File: config.mk
export PLATFORM = sky130hd
export DESIGN_NAME = sysexc_ctrl_bank
export DESIGN_NICKNAME = d
export VERILOG_FILES = /design/src/rtl/sysexc_pkg.sv /design/src/rtl/sysexc_read_fmt.sv /design/src/rtl/sysexc_write_dec.sv /design/src/rtl/sysexc_ctrl_bank.sv
export SDC_FILE = /design/constraint.sdc
export NUM_CORES = 1
export LEC_CHECK = 0
export BUFFER_PORTS_ARGS = -buffer_cell sky130_fd_sc_hd__clkbuf_2
export CAP_MARGIN = 40
export CORE_MARGIN = 5
export CORE_UTILIZATION = 48
export CTS_BUF_LIST = sky130_fd_sc_hd__clkbuf_2
export DETAILED_ROUTE_END_ITERATION = 6
export HOLD_SLACK_MARGIN = 0.06
export PLACE_DENSITY_LB_ADDON = 0.12
export SLEW_MARGIN = 40
export SYNTH_ARGS = -nofsm -noshare
export SYNTH_HDL_FRONTEND = slang
export SYNTH_SLANG_ARGS = --single-unit
File: constraint.sdc
create_clock -name clk -period 3.8 [get_ports clk]
set_clock_uncertainty 0.2 [all_clocks]
set_input_delay 0.38 -clock clk [delete_from_list [all_inputs] [get_ports clk]]
set_output_delay 0.38 -clock clk [all_outputs]
set_load 0.01 [all_outputs]
File: src/rtl/sysexc_pkg.sv
package sysexc_pkg;
    localparam int DATA_W  = 32;
    localparam int NUM_EXC = 8;
    localparam int NUM_FEN = 3;

    typedef enum logic [2:0] {
        EX_NMI  = 3'd0,
        EX_MEMF = 3'd1,
        EX_BUSF = 3'd2,
        EX_USGF = 3'd3,
        EX_SVC  = 3'd4,
        EX_DBGM = 3'd5,
        EX_PSV  = 3'd6,
        EX_TICK = 3'd7
    } exc_id_e;

    typedef enum logic [5:0] {
        OFF_STATE   = 6'h00,
        OFF_VBASE   = 6'h04,
        OFF_RSTCTL  = 6'h08,
        OFF_HANDLER = 6'h0C
    } reg_off_e;

    localparam logic [15:0] RST_WKEY    = 16'h05FA;
    localparam logic [15:0] RST_RKEY    = 16'hFA05;
    localparam int          VBASE_ALIGN = 7;
    localparam int          EXT_FIRST   = 32;
    localparam int          EXT_SHIFT   = 16;

    typedef struct packed {
        logic [NUM_EXC-1:0] set_v;
        logic [NUM_EXC-1:0] clr_v;
        logic               clr_act;
        logic               sys_rst;
    } strobe_t;
endpackage

File: src/rtl/sysexc_read_fmt.sv
module sysexc_read_fmt
    import sysexc_pkg::*;
#(
    parameter int ADDR_W = 6,
    parameter int LINE_W = 10,
    parameter int VEC_W  = 9
) (
    input  logic [ADDR_W-1:0]  rd_addr,
    input  logic [LINE_W-1:0]  act_line,
    input  logic               act_preempted,
    input  logic [LINE_W-1:0]  pend_line,
    input  logic               ext_pend_any,
    input  logic [NUM_EXC-1:0] exc_pend,
    input  logic [NUM_EXC-1:0] exc_act,
    input  logic [NUM_FEN-1:0] fault_en,
    input  logic [DATA_W-1:0]  vbase,
    output logic [DATA_W-1:0]  rdata
);
    localparam logic [LINE_W-1:0] IDLE_LINE = {LINE_W{1'b1}};
    localparam int PEND_LSB = 12;

    function automatic logic [VEC_W-1:0] renum(input logic [LINE_W-1:0] line);
        logic [LINE_W-1:0] v;
        if (line == IDLE_LINE)
            v = '0;
        else if (line >= LINE_W'(EXT_FIRST))
            v = line - LINE_W'(EXT_SHIFT);
        else
            v = line;
        return v[VEC_W-1:0];
    endfunction

    logic [DATA_W-1:0] state_w;
    logic [DATA_W-1:0] handler_w;
    logic              nothing_active;
    logic [LINE_W-1:0] unused_hi;

    assign nothing_active = (act_line == IDLE_LINE);
    assign unused_hi      = {exc_pend[EX_NMI], exc_pend[EX_DBGM], exc_act[EX_NMI],
                             {(LINE_W-3){1'b0}}};

    always_comb begin
        state_w                            = '0;
        state_w[VEC_W-1:0]                 = renum(act_line);
        state_w[11]                        = nothing_active || !act_preempted;
        state_w[PEND_LSB +: VEC_W]         = renum(pend_line);
        state_w[22]                        = ext_pend_any;
        state_w[26]                        = exc_pend[EX_TICK];
        state_w[28]                        = exc_pend[EX_PSV];
        state_w[31]                        = exc_pend[EX_NMI];
    end

    always_comb begin
        handler_w        = '0;
        handler_w[0]     = exc_act[EX_MEMF];
        handler_w[1]     = exc_act[EX_BUSF];
        handler_w[3]     = exc_act[EX_USGF];
        handler_w[7]     = exc_act[EX_SVC];
        handler_w[8]     = exc_act[EX_DBGM];
        handler_w[10]    = exc_act[EX_PSV];
        handler_w[11]    = exc_act[EX_TICK];
        handler_w[12]    = exc_pend[EX_USGF];
        handler_w[13]    = exc_pend[EX_MEMF];
        handler_w[14]    = exc_pend[EX_BUSF];
        handler_w[15]    = exc_pend[EX_SVC];
        handler_w[18:16] = fault_en;
    end

    always_comb begin
        unique case (rd_addr)
            ADDR_W'(OFF_STATE):   rdata = state_w;
            ADDR_W'(OFF_VBASE):   rdata = vbase;
            ADDR_W'(OFF_RSTCTL):  rdata = {RST_RKEY, 16'h0000};
            ADDR_W'(OFF_HANDLER): rdata = handler_w;
            default:              rdata = '0;
        endcase
    end
endmodule

File: src/rtl/sysexc_write_dec.sv
module sysexc_write_dec
    import sysexc_pkg::*;
#(
    parameter int ADDR_W = 6
) (
    input  logic               clk,
    input  logic               rst,
    input  logic               wr,
    input  logic [ADDR_W-1:0]  addr,
    input  logic [DATA_W-1:0]  wdata,
    output strobe_t            strobes,
    output logic [NUM_FEN-1:0] fault_en,
    output logic [DATA_W-1:0]  vbase
);
    logic    hit_state, hit_vbase, hit_rst, hit_handler, key_ok;
    strobe_t next_s;
    logic    unused_mid;

    assign hit_state   = wr && (addr == ADDR_W'(OFF_STATE));
    assign hit_vbase   = wr && (addr == ADDR_W'(OFF_VBASE));
    assign hit_rst     = wr && (addr == ADDR_W'(OFF_RSTCTL));
    assign hit_handler = wr && (addr == ADDR_W'(OFF_HANDLER));
    assign key_ok      = (wdata[31:16] == RST_WKEY);
    assign unused_mid  = ^wdata[6:3];

    // Set and clear pairs: each entry names the set bit and clear bit.
    typedef struct packed {
        logic [4:0] set_bit;
        logic       has_clr;
        logic [4:0] clr_bit;
    } pair_t;

    function automatic pair_t pair_of(input int idx);
        pair_t p;
        p = '0;
        case (idx)
            EX_NMI:  begin p.set_bit = 5'd31; end
            EX_PSV:  begin p.set_bit = 5'd28; p.has_clr = 1'b1; p.clr_bit = 5'd27; end
            EX_TICK: begin p.set_bit = 5'd26; p.has_clr = 1'b1; p.clr_bit = 5'd25; end
            default: ;
        endcase
        return p;
    endfunction

    always_comb begin
        next_s = '0;
        for (int i = 0; i < NUM_EXC; i++) begin
            if (i == EX_NMI || i == EX_PSV || i == EX_TICK) begin
                next_s.set_v[i] = hit_state && wdata[pair_of(i).set_bit];
                next_s.clr_v[i] = hit_state && pair_of(i).has_clr
                                  && wdata[pair_of(i).clr_bit]
                                  && !wdata[pair_of(i).set_bit];
            end
        end
        next_s.clr_act = hit_rst && key_ok && wdata[1];
        next_s.sys_rst = hit_rst && key_ok && (wdata[0] || wdata[2]);
    end

    always_ff @(posedge clk) begin
        if (rst) begin
            strobes  <= '0;
            fault_en <= '0;
            vbase    <= '0;
        end else begin
            strobes <= next_s;
            if (hit_handler)
                fault_en <= wdata[16 +: NUM_FEN];
            if (hit_vbase)
                vbase <= {wdata[DATA_W-1:VBASE_ALIGN], {VBASE_ALIGN{1'b0}}};
        end
    end
endmodule

File: src/rtl/sysexc_ctrl_bank.sv
module sysexc_ctrl_bank
    import sysexc_pkg::*;
#(
    parameter int ADDR_W = 6,
    parameter int LINE_W = 10,
    parameter int VEC_W  = 9
) (
    input  logic               clk,
    input  logic               rst,
    input  logic               bus_wr,
    input  logic [ADDR_W-1:0]  bus_addr,
    input  logic [31:0]        bus_wdata,
    output logic [31:0]        bus_rdata,
    input  logic [LINE_W-1:0]  act_line,
    input  logic               act_preempted,
    input  logic [LINE_W-1:0]  pend_line,
    input  logic               ext_pend_any,
    input  logic [7:0]         exc_pend,
    input  logic [7:0]         exc_act,
    output logic [7:0]         set_pend,
    output logic [7:0]         clr_pend,
    output logic [2:0]         fault_en,
    output logic               clr_active_req,
    output logic               sys_reset_req
);
    strobe_t           strobes;
    logic [DATA_W-1:0] vbase;

    sysexc_write_dec #(.ADDR_W(ADDR_W)) u_wdec (
        .clk      (clk),
        .rst      (rst),
        .wr       (bus_wr),
        .addr     (bus_addr),
        .wdata    (bus_wdata),
        .strobes  (strobes),
        .fault_en (fault_en),
        .vbase    (vbase)
    );

    sysexc_read_fmt #(.ADDR_W(ADDR_W), .LINE_W(LINE_W), .VEC_W(VEC_W)) u_rfmt (
        .rd_addr       (bus_addr),
        .act_line      (act_line),
        .act_preempted (act_preempted),
        .pend_line     (pend_line),
        .ext_pend_any  (ext_pend_any),
        .exc_pend      (exc_pend),
        .exc_act       (exc_act),
        .fault_en      (fault_en),
        .vbase         (vbase),
        .rdata         (bus_rdata)
    );

    assign set_pend       = strobes.set_v;
    assign clr_pend       = strobes.clr_v;
    assign clr_active_req = strobes.clr_act;
    assign sys_reset_req  = strobes.sys_rst;
endmodule

# After elaboration in Yosys (flattened, before gate mapping)
# Index checks and enable logic that the tools add are counted.
classes:
  add_sub_neg: 2
  n_mul: 0
  n_div: 0
  n_lt_le_gt_ge: 2
  n_eq_ne: 6
  shift: 0
  n_mux: 5
  bitwise_logic: 0
  reduce_logical: 20
ops:
  columns: ["operator", "n"]
  rows:
  - ["$pmux W32 S4", 1]
  - ["$mux W9", 4]
  - ["$eq A10 B10 Y1 const B", 2]
  - ["$ge A10 B6 Y1 const B", 2]
  - ["$sub A9 B5 Y9 const B", 2]
  - ["$eq A16 B11 Y1 const B", 1]
  - ["$logic_and A1 B1 Y1", 14]
  - ["$eq A6 B4 Y1 const B", 2]
  - ["$eq A6 B3 Y1 const B", 1]
  - ["$logic_not A6 Y1", 1]
  - ["$logic_not A1 Y1", 3]
  - ["$logic_or A1 B1 Y1", 2]
word_totals:
  regBits: 46
  latch_bits: 0
  ram_bits: 0
  romBits: 0
  in_bits: 79
  out_inout_bits: 53
  wordCells: 43
  n_memories: 0

# Logic depth before layout (Yosys ltp)
logic_depth:
  word_depth: 4
  mapped_depth: 6
  ltp_nobuf: 6

# By module
# A second synthesis with hierarchy kept.
unflattened:
  hier_cells: 317
  hier_area_um2: 2498.6
by_module_without_submodules:
  columns: ["mod", "n_inst", "cells_per_inst", "area_each_um2", "seq_area_each_um2"]
  rows:
  - ["sysexc_write_dec", 1, 197, 1699.1, 700.7]
  - ["sysexc_read_fmt", 1, 120, 799.5, 0.0]

# Least setup slack after synthesis
# OpenSTA, ideal clock, no wires.
synth_timing:
  path_type: "input port to output port"
  start: "in bus_addr[1]"
  end: "out bus_rdata[17]"
  arrival_time_ps: 1755
  setup_slack_ps: 1465
  cell_stages: 5
  n_path_buf: 1
  path_cell_list: "or4_1 -> buf_2 -> nor3_4 -> nand2_2 -> o31ai_2"
synth_via:
  elab_chain_len: 2
  elab_cells_between_ends: 5
  cone_classes: "3 x eq/ne; 1 x mux; 1 x reduce/logical"
synth_rtl:
  columns: ["item", "line_no", "text"]
  rows:
  - ["start, declared", "sysexc_ctrl_bank.sv:11", "input logic [ADDR_W-1:0] bus_addr,"]
  - ["$eq A6 B4 Y1 (tied with other cells)", "sysexc_read_fmt.sv:70", "unique case (rd_addr)"]
  - ["$pmux W32 S4 *", "sysexc_read_fmt.sv:70", null]
  - ["end, declared", "sysexc_ctrl_bank.sv:13", "output logic [31:0] bus_rdata,"]
# Mark *: on every way between the ends. The rest lies on a longest branch, timed or not.

# Worst setup path after layout
layout_timing:
  start: "in bus_addr[1]"
  end: "out bus_rdata[19]"
# Same word-level chain as after synthesis.

==> impl_metrics.csv <==
group,metric,value,unit
sta,holdWs,237,ps
logic_synthesis,synthesis.area_per_instance,7.68,sq um
grt,grt_start_max_net_pins,30,
sta,final.period_utilization,0.762,
grt,global_route.usage.total,0.220,
logic_synthesis,synth_top_cell_area_share,0.329,
cells_and_area,final_cells,464,
floorplanning,design.die.area,5870,sq um
grt,grt_pass1_vias,2323,
floorplanning,die_h,76.6,microns
clock_network,clock_insertion_delay_worst_skew,370,ps
setup_path,critical_path.max_fanout,10,
sta,achievable-frequency,0.346,GHz
routing,detailroute.via_count,2488,
routing,route.antenna.remaining_nets,0,
floorplanning,die_x,76.6,microns
floorplanning,placementRows,24,
routing,detailedRoute.firstPassIterationCount,4,
cells_and_area,n_antenna_cell,0,
sta,fin_crit,2890,ps
routing,mean_routed_wirelength_per_cell,14.8,microns
sta,timing.max_slew.rel_slack,0.519,
setup_path,worstRegToRegCells,2,
cells_and_area,final_layout_size_suffix_gt1_frac,0.325,
sta,setup_tns,0,ps
setup_path,cp_data_arrival_time,2310,ps
floorplanning,design.core.area,4320,sq um
cells_and_area,area.growth.synth_to_final,40.8,%
routing,drt_initial_violations,126,
placement,placedCellCount,429,
setup_path,crit-reg2reg-capture,"u_wdec.fault_en[2]",
clock_network,clock-sinks,35,
logic_synthesis,synth_largest_area_cell,"dfxtp_1",
logic_synthesis,netlist_top_cells_area,"dfxtp_1, nand2_1, a21oi_1",
logic_synthesis,synthesis.yosys.warnings,0,
logic_synthesis,synth-async-reset-ratio,0,
pwr,pwr_density_cell,220,nW/um^2
clock_network,total_number_of_h_tree_levels,2,
logic_synthesis,synth_top_flop_cell,"dfxtp_1",
sta,final_slew_viol_count,0,
sta,timing.final.setup_violations,0,
clock_network,tritoncts,"built",
pwr,peakVddDrop,0.139,mV
setup_path,critical_path.reg2reg.startpoint,"u_wdec.fault_en[2]",
placement,worst_slack_at_placement,897,ps
clock_network,postCtsSetupRepairBufs,0,
pwr,total_chip_power,660,uW
placement,dpl_cell_area,2680,sq um
routing,m1WireLength,2740,microns
routing,wirelength,6870,microns
clock_network,cts.hold.buffers_added,29,
routing,vias_per_cell,5.36,
min_path,hp-class,"input port to flop",
grt,grt_pass1_wl,10800,microns
pwr,power.static_leakage,1.42,nW
routing,top_layer,"met4",
placement,final_replace_weighted_congestion,0.832,
floorplanning,ios,132,
sta,setup_repair_after_global_routing_missed_its_margin,"false",
logic_synthesis,ys_seq_elements,35,
cells_and_area,fin_area,3000,sq um
setup_path,setup_slack_of_the_most_critical_reg_to_reg_path,2930,ps
run,drv.max_cap_violation_count,0,
cells_and_area,nNetsFinal,498,
sta,least_setup_slack_across_all_paths_after_layout,906,ps
floorplanning,floorplan.initialDensity,0.492,
placement,buffer_ports.inserted,114,
grt,antenna_found_initial,0,
setup_path,start_kind,"input port",
setup_path,crit_path_end_kind,"output port",
run_status,status,"completed",
clock_network,clockRootBuffer,"clkbuf_2",
routing,length_of_routed_met2_wiring,3460,microns
sta,timing.final.hold_violations,0,
cells_and_area,post-route-util,0.693,
logic_synthesis,netlist_area,2130,sq um
placement,total_half_perimeter_wirelength_after_legalization_and_detailed_placement,4790,microns
clock_network,cts.path.max_buffers,2,
clock_network,cts.repair.resized,0,
setup_path,critPathKind,"input port to output port",
setup_path,setup.worst_path.start,"bus_addr[1]",
setup_path,cp_data_required_time,3220,ps
logic_synthesis,synth_seq_area_share,0.329,
logic_synthesis,netlist-cell-type-count,43,
routing,drt_drc_violations_left,0,
cells_and_area,fillCellCount,392,
clock_network,clk_transition_reported_paths,160,ps
routing,met3RoutedLength,586,microns
sta,tightestPinTransition,721,ps
setup_path,critical_path.endpoint,"bus_rdata[19]",
grt,residual_overflow_from_global_routing,0,
logic_synthesis,syn_inst,277,
logic_synthesis,synth_edf_count,0,
clock_network,cts-buffers-inserted,5,
-- worst max-delay path: stages --
cell	delay (ps)
clkbuf_2	90
or4_1	730
nor3_4	460
nand2_2	220
o211ai_1	260
clkbuf_2	170
-- worst min path at each step --
stage,startpoint,to,slack (ps),depth (start not counted)
6_report,bus_wr,u_wdec.strobes[9],240,4
5_1_grt,bus_wr,u_wdec.strobes[9],260,4
4_1_cts,bus_wr,u_wdec.strobes[9],240,4
3_5_place_dp,u_wdec.vbase[21],u_wdec.vbase[21],240,2
3_3_place_gp,u_wdec.vbase[9],u_wdec.vbase[9],240,2
2_1_floorplan,u_wdec.vbase[11],u_wdec.vbase[11],230,2
-- synth_stat cells (4+ instances only) --
cell / count
a21o_1: 4
a21oi_1: 28
a22o_1: 7
a22oi_1: 9
and2_1: 7
and3_1: 8
buf_2: 6
buf_4: 11
clkbuf_1: 9
dfxtp_1: 35
ha_1: 6
inv_1: 10
nand2_1: 54
nand2b_1: 4
nand4_1: 5
nor2_1: 13
nor4_1: 5
o21ai_0: 8
or3_1: 4
or4_1: 6
-- flip-flops by register name, summed over array words and instances (netlist names) --
signal and cells:
u_wdec.fault_en 3, u_wdec.vbase 25, u_wdec.strobes 7
-- per-layer routing --
layer  track usage  up-vias
met5             0        -
met4        0.0664        0
met3        0.0626        9
met2         0.373      104
met1         0.266     1143
li1              -     1232
-- cell usage in the layout, fill, tap and decap left out, drive strengths merged --
cell	count
buf	2
and2	7
o31ai	3
a22o	7
a22oi	9
o21ai	8
xnor2	2
nor3	3
o211ai	1
nand2b	4
a211o	1
a21o	4
dfxtp	35
nand2	55
ha	6
nor2	13
a21oi	28
clkbuf	120
a222oi	1
and3	8
nand4b	1
mux2i	3
a31oi	1
nor4	6
nor2b	3
o21a	3
o22ai	2
dlygate4sd3	29
nor3b	3
conb	11
nand4	5
inv	10
a211oi	2
a221o	1
nand3	3
or4	7
and4	1
or3	4
-- where the power goes --
group	leakage, nW	total (mW)	switching, mW	internal (mW)
Sequential	0.282	0.369	0.000662	0.369
Combinational	1.11	0.129	0.0660	0.0632
Clock	0.0249	0.161	0.120	0.0415
-- kinds of logic (layout without fill, tap and decap cells) --
group / after synthesis / in the layout / share of synthesized area
AOI/OAI and AO/OA: 71 / 71 / 0.220
buffers and inverters: 36 / 161 / 0.0864
and+or+nand+nor: 123 / 123 / 0.305
muxes: 3 / 3 / 0.0141
other: 1 / 11 / 0.00176
DFF: 35 / 35 / 0.329
xor gates and xnor gates: 2 / 2 / 0.00823
adders and majority gates: 6 / 6 / 0.0353
-- final cells by class --
| cell class | instances | area [sq um] | share of cell area |
|---|---|---|---|
| tap | 52 | 65.1 | 0.0217 |
| multi-input combinational | 216 | 1290 | 0.430 |
| clock buffer | 6 | 30.0 | 0.0100 |
| inverter | 10 | 37.5 | 0.0125 |
| sequential | 35 | 701 | 0.234 |
| timing repair buffer | 145 | 876 | 0.292 |
No activity file was read; power rests on OpenSTA's default activity.
